## src/rtl/oagu_pkg.sv

```systemverilog
package oagu_pkg;
   localparam int MODE_W = 3;

   localparam logic [MODE_W-1:0] MODE_IMPL = 3'd0;
   localparam logic [MODE_W-1:0] MODE_IMM  = 3'd1;
   localparam logic [MODE_W-1:0] MODE_REG  = 3'd2;
   localparam logic [MODE_W-1:0] MODE_BASE = 3'd3;
   localparam logic [MODE_W-1:0] MODE_PAGE = 3'd4;
   localparam logic [MODE_W-1:0] MODE_IND  = 3'd5;

   function automatic logic mode_is_mem(input logic [MODE_W-1:0] m);
      return (m == MODE_BASE) || (m == MODE_PAGE) || (m == MODE_IND);
   endfunction
endpackage

```

## src/rtl/oagu_aux_reg.sv

```systemverilog
module oagu_aux_reg #(
   parameter int W = 16
) (
   input  logic         clk_i,
   input  logic         rst_ni,
   input  logic         load_i,
   input  logic [W-1:0] data_i,
   output logic [W-1:0] q_o
);
   always_ff @(posedge clk_i or negedge rst_ni) begin
      if (!rst_ni)     q_o <= '0;
      else if (load_i) q_o <= data_i;
   end
endmodule

```

## src/rtl/oagu_addr_calc.sv

```systemverilog
module oagu_addr_calc
   import oagu_pkg::*;
#(
   parameter int ADDR_W  = 16,
   parameter int CONST_W = 8,
   parameter int PAGE_W  = 8
) (
   input  logic [MODE_W-1:0]  mode_i,
   input  logic [ADDR_W-1:0]  aux_i,
   input  logic [CONST_W-1:0] const_i,
   output logic [ADDR_W-1:0]  addr_o,
   output logic               valid_o
);
   localparam int EXT_W = ADDR_W - CONST_W;

   logic [ADDR_W-1:0] const_ext;
   logic [ADDR_W-1:0] base_sum;
   logic [ADDR_W-1:0] page_addr;

   assign const_ext = {{EXT_W{1'b0}}, const_i};
   assign base_sum  = aux_i + const_ext;
   assign page_addr = {aux_i[ADDR_W-1 -: PAGE_W], const_i};

   always_comb begin
      addr_o  = '0;
      valid_o = 1'b0;
      case (mode_i)
         MODE_BASE: begin addr_o = base_sum;  valid_o = 1'b1; end
         MODE_PAGE: begin addr_o = page_addr; valid_o = 1'b1; end
         MODE_IND:  begin addr_o = aux_i;     valid_o = 1'b1; end
         default: ;
      endcase
   end
endmodule

```

## src/rtl/oagu_operand_sel.sv

```systemverilog
module oagu_operand_sel
   import oagu_pkg::*;
#(
   parameter int DATA_W  = 8,
   parameter int CONST_W = 8
) (
   input  logic [MODE_W-1:0]  mode_i,
   input  logic [CONST_W-1:0] const_i,
   input  logic [DATA_W-1:0]  rf_data_i,
   output logic [DATA_W-1:0]  operand_o
);
   logic [DATA_W-1:0] imm_ext;

   generate
      if (DATA_W == CONST_W) begin : g_imm_same
         assign imm_ext = const_i;
      end else begin : g_imm_zext
         assign imm_ext = {{(DATA_W-CONST_W){1'b0}}, const_i};
      end
   endgenerate

   always_comb begin
      case (mode_i)
         MODE_IMM: operand_o = imm_ext;
         MODE_REG: operand_o = rf_data_i;
         default:  operand_o = '0;
      endcase
   end
endmodule

```

## src/rtl/oagu_top.sv

```systemverilog
module oagu_top
   import oagu_pkg::*;
#(
   parameter int ADDR_W  = 16,
   parameter int CONST_W = 8,
   parameter int PAGE_W  = 8,
   parameter int DATA_W  = 8,
   parameter bit OUT_REG = 1'b1
) (
   input  logic               clk_i,
   input  logic               rst_ni,
   input  logic [2:0]         mode_i,
   input  logic [CONST_W-1:0] const_i,
   input  logic [DATA_W-1:0]  rf_data_i,
   input  logic               aux_load_i,
   input  logic [ADDR_W-1:0]  aux_data_i,
   output logic [DATA_W-1:0]  operand_o,
   output logic [ADDR_W-1:0]  addr_o,
   output logic               is_addr_o
);
   generate
      if (PAGE_W + CONST_W != ADDR_W) begin : g_bad_page
         $error("oagu_top: PAGE_W + CONST_W must equal ADDR_W");
      end
      if (CONST_W >= ADDR_W) begin : g_bad_const
         $error("oagu_top: CONST_W must be narrower than ADDR_W");
      end
      if (DATA_W < CONST_W) begin : g_bad_data
         $error("oagu_top: DATA_W must be at least CONST_W");
      end
   endgenerate

   logic [ADDR_W-1:0] aux_q;
   logic [ADDR_W-1:0] addr_c;
   logic              mem_c;
   logic [DATA_W-1:0] opnd_c;

   oagu_aux_reg #(.W(ADDR_W)) u_aux (
      .clk_i  (clk_i),
      .rst_ni (rst_ni),
      .load_i (aux_load_i),
      .data_i (aux_data_i),
      .q_o    (aux_q)
   );

   oagu_addr_calc #(.ADDR_W(ADDR_W), .CONST_W(CONST_W), .PAGE_W(PAGE_W)) u_addr (
      .mode_i  (mode_i),
      .aux_i   (aux_q),
      .const_i (const_i),
      .addr_o  (addr_c),
      .valid_o (mem_c)
   );

   oagu_operand_sel #(.DATA_W(DATA_W), .CONST_W(CONST_W)) u_opnd (
      .mode_i    (mode_i),
      .const_i   (const_i),
      .rf_data_i (rf_data_i),
      .operand_o (opnd_c)
   );

   generate
      if (OUT_REG) begin : g_out_reg
         always_ff @(posedge clk_i or negedge rst_ni) begin
            if (!rst_ni) begin
               operand_o <= '0;
               addr_o    <= '0;
               is_addr_o <= 1'b0;
            end else begin
               operand_o <= opnd_c;
               addr_o    <= addr_c;
               is_addr_o <= mem_c;
            end
         end
      end else begin : g_out_comb
         assign operand_o = opnd_c;
         assign addr_o    = addr_c;
         assign is_addr_o = mem_c;
      end
   endgenerate
endmodule

```

## config.mk

```make
export PLATFORM = sky130hd
export DESIGN_NAME = oagu_top
export DESIGN_NICKNAME = d
export VERILOG_FILES = /design/src/rtl/oagu_pkg.sv /design/src/rtl/oagu_aux_reg.sv /design/src/rtl/oagu_addr_calc.sv /design/src/rtl/oagu_operand_sel.sv /design/src/rtl/oagu_top.sv
export SDC_FILE = /design/constraint.sdc
export NUM_CORES = 1
export LEC_CHECK = 0
export BUFFER_PORTS_ARGS = -buffer_cell sky130_fd_sc_hd__buf_4
export CORE_MARGIN = 5
export CORE_UTILIZATION = 40
export CTS_CLUSTER_SIZE = 16
export DETAILED_ROUTE_END_ITERATION = 10
export REMOVE_ABC_BUFFERS = 1
export SLEW_MARGIN = 20
export SYNTH_ARGS = -nofsm -noshare
export SYNTH_HDL_FRONTEND = slang
export SYNTH_SLANG_ARGS = --single-unit
```

## constraint.sdc

```tcl
create_clock -name clk_i -period 2.3 [get_ports clk_i]
set_input_delay 0.23 -clock clk_i [delete_from_list [all_inputs] [get_ports clk_i]]
set_output_delay 0.23 -clock clk_i [all_outputs]
set_load 0.02 [all_outputs]
```

==> impl_results.md <==
- Sequential area share after synthesis: 47.9%
- Yosys reg bits: 41
- Synth area leader: dfrtp_1
- DRT Pass-1 Iters: 4
- Part of the power in combinational logic: 25.8%
- Post-layout instance area: 2750 um2
- Hold Path Stages: 3
- Crit path time final: 2.01 ns
- Mean Syn Cell Area: 11.0 um2
- Leakage: 1.35 nW
- CP Data Required Time: 2.50 ns
- Main synth FF type: dfrtp_1
- Most frequent cells after synthesis: dfrtp_1 (41), nand2_1 (18), mux2_2 (15), nor2_1 (13), mux2i_1 (9)
- Diode count: 0
- Worst hold margin: 0.138 ns
- Placed cells: 318
- Cts bufs inserted: 5
- Fmax: 0.498 GHz
- Synthesized cell area: 2140 um2
- Final #Nets: 303
- Mux share of post-synthesis cell area: 12.1%
- # rows: 26
- Flop pwr share: 48.1%
- Clk root buf: clkbuf_8
- Data arrival, critical path: 2.20 ns
- Vias per Instance: 5.15
- Cell Pwr Density: 621 nW/um2
- Worst-path clk slew: 0.08 ns
- Most common cell in the netlist: dfrtp_1
- Initial core utilization: 41.7%
- FF-to-FF path depth: 8
- Vias: 1683
- DP HPWL: 3710 um
- FFs w/ async S/R, synth: 100%
- Run status: complete, no violations
- CORE AREA: 5140 um2
- Post-Layout Cell Count: 327
- Post-Route WL: 4950 um
- Share of the synthesized area in the top cell type: 47.9%
- Total of max-cap violations: 0
- Post-cts resize count: 0
- Setup_tns: 0 ns
- Initial DRC count: 69
- Ports: 63
- Largest net degree at the start of global routing: 42
- Die width: 83.2 um
- Latest clock arrival within the worst-skew pair: 0.29 ns
- Pre-CTS WS: 0.302 ns
- Cell-internal power: 1.20 mW
- CTS tree: done
- Vias in the first global route: 1738
- Synthesized instance count: 195
- Critical path origin: u_aux.q_o[0]
- Post-synth EDFFs: 0
- Worst slew margin: 60.4%
- Clock Sinks: 41
- Xor/xnor share of the synthesized area: 2.05%
- Total power: 1.71 mW
- Die Height: 83.2 um
- Grt total ovfl: 0
- VDD IR-drop max: 0.280 mV
- GP Congestion: 0.804
- R2r endpoint: addr_o[10]
- IO buf count: 62
- Largest family of logic cells by synthesized area: compound AO/OA/AOI/OAI gates
- Simple logic cell fraction of the synthesized area: 12.7%
- Multi-input logic area: 1050 um2
- Drt drc: 0
- Final Cycle Share: 87.2%
- Sw power: 0.508 mW
- Setup bufs post-CTS: 0
- Worst setup EP type: flop
- Clk_skew: 0.00592 ns
- Filler cell count: 500
- Final Util: 53.5%
- Area contributors post-synth: dfrtp_1 (48%), mux2_2 (7.9%), ha_1 (4.7%), mux2i_1 (4.2%), nand2_1 (3.2%)
- Cell variety after synth: 42
- Area delta synth->final: 28.5%
- Post-place instance area: 2660 um2
- Register area: 1030 um2
- Clock buffer depth: 2
- Gr usage total: 15.5%
- First-pass GRT wire length: 8640 um
- Sw Share: 29.8%
- Initial antenna violation count: 0
- Clk pwr share: 26.1%
- FF-to-FF setup slack: 0.29 ns
- Die area: 6910 um2
- Synth Area in Adders: 5.61%
- Setup CP Type: reg2reg
- FF-to-FF Start: u_aux.q_o[0]
- Worst setup path endpoint: addr_o[10]
- Synth Area in Compound Gates: 16.7%
- # setup viols final: 0
- RSZ-0062 raised after global routing: false
- Proportion of layout cells with a drive suffix above 1: 35.4%
- PnR worst setup slack: 0.293 ns
- Startpoint types: flop
- Final Hold Fails: 0
- Hold Crit Class: in2reg
- Critical path fanouts, max: 4
- ANT nets after route: 0
- Htree depth: 2
- Post-DR wirelength/cell: 15.1 um
- Slew Viols, Final: 0
- Worst Tran Pin Value: 0.592 ns
- Warnings from Yosys: 0
[worst max-delay path, stage by stage, from the launching register on]
cell      delay, ns
dfrtp_1        0.37
ha_1           0.18
inv_1          0.06
fa_1           0.41
nor2b_1        0.16
o21bai_1       0.09
a21o_1         0.21
a21o_1         0.22
o32ai_1        0.22
[placed cells by master (no fill, tap or decap), drive strengths merged, types with 2 or more instances in the layout]
cell type  count
ha             8
o21bai         2
mux2          15
o21ai          6
o211ai         4
a21o           5
xor2           3
a31oi          3
dfrtp         41
buf           63
nor2          13
and3           4
inv            5
clkbuf         6
a211oi         2
mux2i          9
xnor2          2
nand4          2
clkinv         2
nand3          3
o22ai          6
nand2         18
o32ai          2
nor2b          5
nand2b         4
a22oi          9
a21oi          4
[registers in the layout (all words and copies together) (netlist names)]
name and flops:
operand_o 8, addr_o 16, u_aux.q_o 16, is_addr_o 1
[what timing repair did]
item,in CTS,in global routing
endpoints found under the setup margin,0,0
hold endpoints to repair,41,0
hold buffers,1,0
[logic make-up after synthesis]
logic type,after synthesis
fa+ha+maj,9
simple gates,54
compound gates,47
xor+xnor,5
mux,24
buf+inv,15
flops,41
[how the worst min path moves through the flow]
stage / start / to / slack, ns
6_report: aux_data_i[1] / u_aux.q_o[1] / 0.14
2_1_floorplan: rst_ni / addr_o[0] / -0.07
3_5_place_dp: rst_ni / operand_o[3] / 0.24
5_1_grt: aux_data_i[10] / u_aux.q_o[10] / 0.15
4_1_cts: aux_data_i[1] / u_aux.q_o[1] / 0.14
3_3_place_gp: rst_ni / operand_o[3] / 0.24
[power groups by stage]
stage,registers [mW],logic (mW),clock network [mW]
final,0.821,0.441,0.445
after global routing,0.829,0.492,0.507
after CTS,0.822,0.448,0.469
after detailed placement,0.836,0.444,0
after global placement,0.834,0.440,0
after floorplan,0.867,0.225,0
[per-layer routing]
metal | GRT usage (%) | share of wire, % | up-vias
met4 | 4.46 | 1.5 | 0
met5 | 0 | 0 | -
li1 | - | - | 829
met1 | 21.6 | 47 | 802
met2 | 23.1 | 45 | 45
met3 | 4.75 | 5.9 | 7
[final cells by class]
cell class | count | area share [%]
Clock buffer | 6 | 2.64
Sequential cell | 41 | 37.3
Multi-Input combinational cell | 139 | 38.3
Tap cell | 70 | 3.18
Clock inverter | 2 | 0.364
Inverter | 5 | 0.682
Timing Repair Buffer | 64 | 17.6
(Power assumes the default switching activity.)
